### src/rtl/blu_pkg.sv
package blu_pkg;

  typedef enum logic [2:0] {
    OP_AND  = 3'd0,
    OP_OR   = 3'd1,
    OP_XOR  = 3'd2,
    OP_TEST = 3'd3,
    OP_NOT  = 3'd4,
    OP_CCLR = 3'd5,
    OP_CSET = 3'd6,
    OP_CINV = 3'd7
  } blu_op_e;

  // packed: first member is the most significant bit
  typedef struct packed {
    logic ovf;
    logic sgn;
    logic zro;
    logic aux;
    logic par;
    logic cry;
  } blu_flags_t;

  localparam int unsigned FLAG_BITS = 6;

  function automatic logic op_is_logic(input blu_op_e op);
    return (op == OP_AND) || (op == OP_OR) || (op == OP_XOR) || (op == OP_TEST);
  endfunction

  function automatic logic op_is_carry(input blu_op_e op);
    return (op == OP_CCLR) || (op == OP_CSET) || (op == OP_CINV);
  endfunction

  function automatic logic op_writes_back(input blu_op_e op);
    return (op == OP_AND) || (op == OP_OR) || (op == OP_XOR) || (op == OP_NOT);
  endfunction

  // 1 when the byte holds an even count of ones
  function automatic logic byte_parity_even(input logic [7:0] b);
    logic acc;
    acc = 1'b1;
    for (int i = 0; i < 8; i++) acc = acc ^ b[i];
    return acc;
  endfunction

  function automatic logic next_carry(input blu_op_e op, input logic cur);
    case (op)
      OP_CCLR: return 1'b0;
      OP_CSET: return 1'b1;
      OP_CINV: return ~cur;
      default: return cur;
    endcase
  endfunction

endpackage

### src/rtl/blu_datapath.sv
module blu_datapath
  import blu_pkg::*;
#(
  parameter int unsigned W = 32
) (
  input  blu_op_e        op,
  input  logic [W-1:0]   dst,
  input  logic [W-1:0]   src,
  output logic [W-1:0]   res,
  output logic           wr_req
);

  logic [W-1:0] and_v;
  logic [W-1:0] or_v;
  logic [W-1:0] xor_v;
  logic [W-1:0] inv_v;

  for (genvar i = 0; i < W; i++) begin : g_bit
    assign and_v[i] = dst[i] & src[i];
    assign or_v[i]  = dst[i] | src[i];
    assign xor_v[i] = dst[i] ^ src[i];
    assign inv_v[i] = ~dst[i];
  end

  always_comb begin
    case (op)
      OP_AND, OP_TEST: res = and_v;
      OP_OR:           res = or_v;
      OP_XOR:          res = xor_v;
      OP_NOT:          res = inv_v;
      default:         res = dst;
    endcase
  end

  assign wr_req = op_writes_back(op);

endmodule

### src/rtl/blu_flag_unit.sv
module blu_flag_unit
  import blu_pkg::*;
#(
  parameter int unsigned W = 32
) (
  input  logic          clk,
  input  logic          rst_n,
  input  logic          fire,
  input  blu_op_e       op,
  input  logic [W-1:0]  res,
  output blu_flags_t    flags
);

  localparam logic [W-1:0] ALL_ZERO = '0;

  blu_flags_t nxt;
  logic       logic_upd;
  logic       carry_upd;
  logic       res_is_zero;

  assign logic_upd   = fire && op_is_logic(op);
  assign carry_upd   = fire && op_is_carry(op);
  assign res_is_zero = (res == ALL_ZERO);

  always_comb begin
    nxt = flags;
    if (logic_upd) begin
      nxt.sgn = res[W-1];
      nxt.zro = res_is_zero;
      nxt.par = byte_parity_even(res[7:0]);
      nxt.ovf = 1'b0;
      nxt.cry = 1'b0;
      nxt.aux = 1'b0;
    end else if (carry_upd) begin
      nxt.cry = next_carry(op, flags.cry);
    end
  end

  always_ff @(posedge clk or negedge rst_n) begin
    if (!rst_n) flags <= '0;
    else        flags <= nxt;
  end

  AST_LOGIC_CLEARS_OC: assert property (@(posedge clk) disable iff (!rst_n)
    logic_upd |=> (!flags.ovf && !flags.cry && !flags.aux));

  AST_CARRY_ONLY_CF: assert property (@(posedge clk) disable iff (!rst_n)
    carry_upd |=> (flags.ovf == $past(flags.ovf) && flags.sgn == $past(flags.sgn)
                   && flags.zro == $past(flags.zro) && flags.par == $past(flags.par)));

endmodule

### src/rtl/blu_out_stage.sv
module blu_out_stage #(
  parameter int unsigned W = 32
) (
  input  logic          clk,
  input  logic          rst_n,
  input  logic          fire,
  input  logic          wr_req,
  input  logic [W-1:0]  res,
  output logic          valid_q,
  output logic          wr_q,
  output logic [W-1:0]  res_q
);

  always_ff @(posedge clk or negedge rst_n) begin
    if (!rst_n) begin
      valid_q <= 1'b0;
      wr_q    <= 1'b0;
      res_q   <= '0;
    end else begin
      valid_q <= fire;
      wr_q    <= fire && wr_req;
      if (fire) res_q <= res;
    end
  end

  AST_VALID_AFTER_REQ: assert property (@(posedge clk) disable iff (!rst_n)
    fire |=> valid_q);

  AST_NO_VALID_IDLE: assert property (@(posedge clk) disable iff (!rst_n)
    !fire |=> (!valid_q && !wr_q));

endmodule

### src/rtl/bool_logic_unit.sv
module bool_logic_unit
  import blu_pkg::*;
#(
  parameter int unsigned W = 32
) (
  input  logic          clk,
  input  logic          rst_n,
  input  logic          in_valid,
  input  logic [2:0]    op_code,
  input  logic [W-1:0]  dst_value,
  input  logic [W-1:0]  src_value,
  output logic          out_valid,
  output logic          dst_wr_en,
  output logic [W-1:0]  dst_result,
  output logic [5:0]    flags_q
);

  blu_op_e      op;
  logic [W-1:0] dp_res;
  logic         dp_wr;
  blu_flags_t   flag_reg;
  logic         req_test;
  logic         req_not;
  logic         req_self_xor;

  assign op           = blu_op_e'(op_code);
  assign req_test     = in_valid && (op == OP_TEST);
  assign req_not      = in_valid && (op == OP_NOT);
  assign req_self_xor = in_valid && (op == OP_XOR) && (dst_value == src_value);

  blu_datapath #(.W(W)) u_dp (
    .op     (op),
    .dst    (dst_value),
    .src    (src_value),
    .res    (dp_res),
    .wr_req (dp_wr)
  );

  blu_flag_unit #(.W(W)) u_flags (
    .clk   (clk),
    .rst_n (rst_n),
    .fire  (in_valid),
    .op    (op),
    .res   (dp_res),
    .flags (flag_reg)
  );

  blu_out_stage #(.W(W)) u_out (
    .clk     (clk),
    .rst_n   (rst_n),
    .fire    (in_valid),
    .wr_req  (dp_wr),
    .res     (dp_res),
    .valid_q (out_valid),
    .wr_q    (dst_wr_en),
    .res_q   (dst_result)
  );

  assign flags_q = flag_reg;

  AST_TEST_NO_WRITE: assert property (@(posedge clk) disable iff (!rst_n)
    req_test |=> (out_valid && !dst_wr_en));

  AST_NOT_KEEPS_FLAGS: assert property (@(posedge clk) disable iff (!rst_n)
    req_not |=> $stable(flags_q));

  AST_SELF_XOR_ZERO: assert property (@(posedge clk) disable iff (!rst_n)
    req_self_xor |=> (flags_q[3] && dst_result == '0));

  AST_IDLE_HOLDS: assert property (@(posedge clk) disable iff (!rst_n)
    !in_valid |=> $stable(flags_q));

endmodule

### config.mk
export PLATFORM = sky130hd
export DESIGN_NAME = bool_logic_unit
export DESIGN_NICKNAME = d
export VERILOG_FILES = /design/src/rtl/blu_pkg.sv /design/src/rtl/blu_datapath.sv /design/src/rtl/blu_flag_unit.sv /design/src/rtl/blu_out_stage.sv /design/src/rtl/bool_logic_unit.sv
export SDC_FILE = /design/constraint.sdc
export NUM_CORES = 1
export LEC_CHECK = 0
export BUFFER_PORTS_ARGS = -buffer_cell sky130_fd_sc_hd__buf_4
export CAP_MARGIN = 15
export CORE_MARGIN = 10
export CORE_UTILIZATION = 40
export CTS_BUF_LIST = sky130_fd_sc_hd__clkbuf_8 sky130_fd_sc_hd__clkbuf_16
export CTS_CLUSTER_DIAMETER = 50
export DETAILED_ROUTE_END_ITERATION = 7
export GPL_TIMING_DRIVEN = 0
export HOLD_SLACK_MARGIN = 0.12
export PLACE_DENSITY = 0.71
export SYNTH_ARGS = -nofsm -noshare
export SYNTH_HDL_FRONTEND = slang
export SYNTH_SLANG_ARGS = --single-unit
### constraint.sdc
create_clock -name clk -period 2.24 [get_ports clk]
set_input_delay 0.448 -clock clk [delete_from_list [all_inputs] [get_ports clk]]
set_output_delay 0.448 -clock clk [all_outputs]
set_load 0.05 [all_outputs]
==> impl_metrics.yaml <==
sta:
  min_period_ns: 2.18
  finalSetupTns_ns: 0
  drv_slew: 0
  setup_viol: 0
  fin_crit_sh_pct: 97.2
  hold_viol_final: 0
  max_freq_mhz: 459
  clock_skew_ns: 0
  worst_pin_slew_ns: 0.659
  timing.slew.headroom_pct: 56.1
  whs_ns: 0.103
die:
  pin_count: 110
  die-area_um2: 14400
  core-area_um2: 9730
  start_util_pct: 40.9
  die_h_um: 120
  rows: 36
  die_x_um: 120
power:
  ir_drop_v: 0.000365
  leakagePower_uw: 0.00257
  p_per_area_nw_per_um2: 579
  design_power_total_uw: 3000
synthesis:
  synth-xor-area-share_pct: 1.54
  synth_compound_gate_area_share_pct: 19.9
  netlist_area_um2: 3980
  synth.avg_cell_area_um2: 7.90
  synthCells: 504
  synth_seq_cells: 38
  ys_types: 30
  synth_top_family_by_area: "adder cells"
  synth_adder_area_share_pct: 20.4
  synth_edf_count: 0
  synthSimpleGateAreaFrac_pct: 14.4
  ys_warn_count: 0
  ys_seq_area_share_pct: 23.9
  synth_ff_type: "dfrtp_1"
  async_reset_ff_share_pct: 100
  yosys-mux-area-fraction_pct: 9.27
clock_network:
  cts_buffers: 5
  clk_pin_slew_ns: 0.09
  clockBufferDepth: 2
  htreeDepth: 2
  post_cts_buffers: 0
  cts_tree: "yes"
  cts_root_buf: "clkbuf_8"
  insertion_delay_ns: 0.30
  clkSinkCount: 38
grt:
  grt_pass1_vias: 4198
  antenna_found_initial: 0
  grt_use_total_pct: 17.6
  grt_overflow: 0
  grt_max_degree: 39
  grt_pass1_wl_um: 20900
setup_path:
  cp_slowest_cell: "nor4_1"
  worstPathArrival_ns: 2.41
  crit_chain: "buf_4 -> xnor2_4 -> and2_1 -> buf_2 -> buf_6 -> a22oi_1 -> a31oi_1 -> nor4_1 -> nand4_1 -> o21ai_1"
  worstSetupEndpointType: "flop"
  critPathLaunchType: "input port"
  required_ns: 2.48
  crit_family: "simple AND/OR/NAND/NOR gates"
  path_buf_inv: 3
  critPathMaxStageDelay_ns: 0.48
  critPathKind: "input port to flop"
  crit_fanout: 10
flow_run:
  drv_cap: 0
layout:
  antenna_cells: 0
  area_growth_pct: 30.1
  nets: 752
  drive_gt1_share_pct: 28.2
  final_core_util_pct: 53.3
drt:
  drc: 0
  ant_nets: 0
  wl_um: 13200
  drt_pass1_iterations: 4
  vias: 4115
  wire_per_inst_um: 17.6
  viasPerCell: 5.48
  drt_iter0_markers: 289
hold_path:
  hold_class: "input port to async pin"
place:
  port-buffer-count: 106
  gp_congestion: 0.896
  dp_hpwl_um: 10200
run_status:
  status: "completed"
==> Yosys cell counts (5+ instances only) <==
master / number / share of area, %
nor2b_1: 37 / 5.8
a22oi_1: 25 / 4.7
o21ai_1: 6 / 0.75
mux2_2: 31 / 8.8
dfrtp_1: 38 / 24
o21ai_0: 63 / 7.9
clkbuf_1: 26 / 2.4
nor4_1: 7 / 1.1
ha_1: 65 / 20
nor2_1: 63 / 5.9
inv_1: 68 / 6.4
a31oi_1: 35 / 5.5
xnor2_1: 5 / 1.1
buf_2: 6 / 0.75
==> flip-flops by register name, summed over array words and instances, names as in the netlist <==
signal         flops
u_flags.flags      4
u_out.valid_q      1
u_out.wr_q         1
u_out.res_q       32
==> per-layer routing <==
layer | up-vias | track usage, % | part of all wire [%]
met1 | 1977 | 21.4 | 43
met5 | - | 0 | 0
li1 | 1933 | - | -
met4 | 0 | 8.82 | 3.6
met2 | 163 | 28.6 | 47
met3 | 42 | 4.22 | 6.9
==> where the power goes <==
group          internal [uW]  switching (uW)  total, uW
Clock                    447             290        737
Combinational            511             888       1400
Sequential               796            67.7        864
==> worst register-to-register path, delay by kind of cell (launching register included) <==
family	cells	cell delay (ns)
and+or+nand+nor	2	0.15
DFF	1	0.39
AOI/OAI and AO/OA	2	0.17
buffers and inverters	1	0.09
==> through the flow <==
step / instances / instance area [um2] / setup slack (ns)
6_report: 751 / 5180 / 0.0619
5_1_grt: 751 / 5180 / -0.0255
4_1_cts: 751 / 5130 / 0.0187
3_5_place_dp: 744 / 4960 / -0.556
3_3_place_gp: 744 / 4960 / -0.570
2_1_floorplan: 505 / 4000 / 0.00142
==> logic make-up after synthesis <==
kind of cell,count (synthesis)
flops,38
xor+xnor,7
compound gates,135
fa+ha+maj,65
buf+inv,106
other cells,1
mux,33
simple gates,119
==> final cells by class <==
cell class,instances,area [um2]
fillers,942,4550
multi-input cells,361,2670
flip-flops and latches,38,951
repair buffers,106,796
inverters,68,255
plain buffers,37,205
well taps,133,166
clock buffers,5,68.8
clock inverters,3,68.8
==> worst paths after layout <==
kind / startpoint / to / slack (ns) / depth (start not counted)
max: op_code[1] / u_flags.flags[3] / 0.06 / 10
min: rst_n / u_out.res_q[9] / 0.10 / 1
max reg2reg: u_flags.flags[0] / u_flags.flags[0] / 1.37 / 5
min reg2reg: u_out.res_q[2] / u_out.res_q[2] / 0.51 / 1
max in group asynchronous: rst_n / u_out.res_q[23] / 1.77 / 1
min in group clk: in_valid / u_out.valid_q / 0.25 / 1
==> timing repair <==
| item | in CTS | in global routing |
|---|---|---|
| resized for setup | 11 | 25 |
| hold buffers | 0 | 0 |
| endpoints found under the hold margin | 0 | 0 |
| cloned | 0 | 0 |
| endpoints found under the setup margin | 4 | 3 |
==> layout by cell type (no fill, tap or decap), types with 4 or more instances in the layout <==
cell type and instances:
a22oi_1 25, mux2_2 31, clkbuf_4 4, nor2_1 63, clkbuf_1 14, o21ai_1 7
nor2b_1 37, a31oi_1 33, ha_1 65, clkbuf_2 6, nand2_1 4, xnor2_1 4
o21ai_0 61, nor4_1 6, dfrtp_1 38, buf_4 109, buf_2 6, clkbuf_8 6
inv_1 68
No activity file was read; power rests on OpenSTA's default activity.
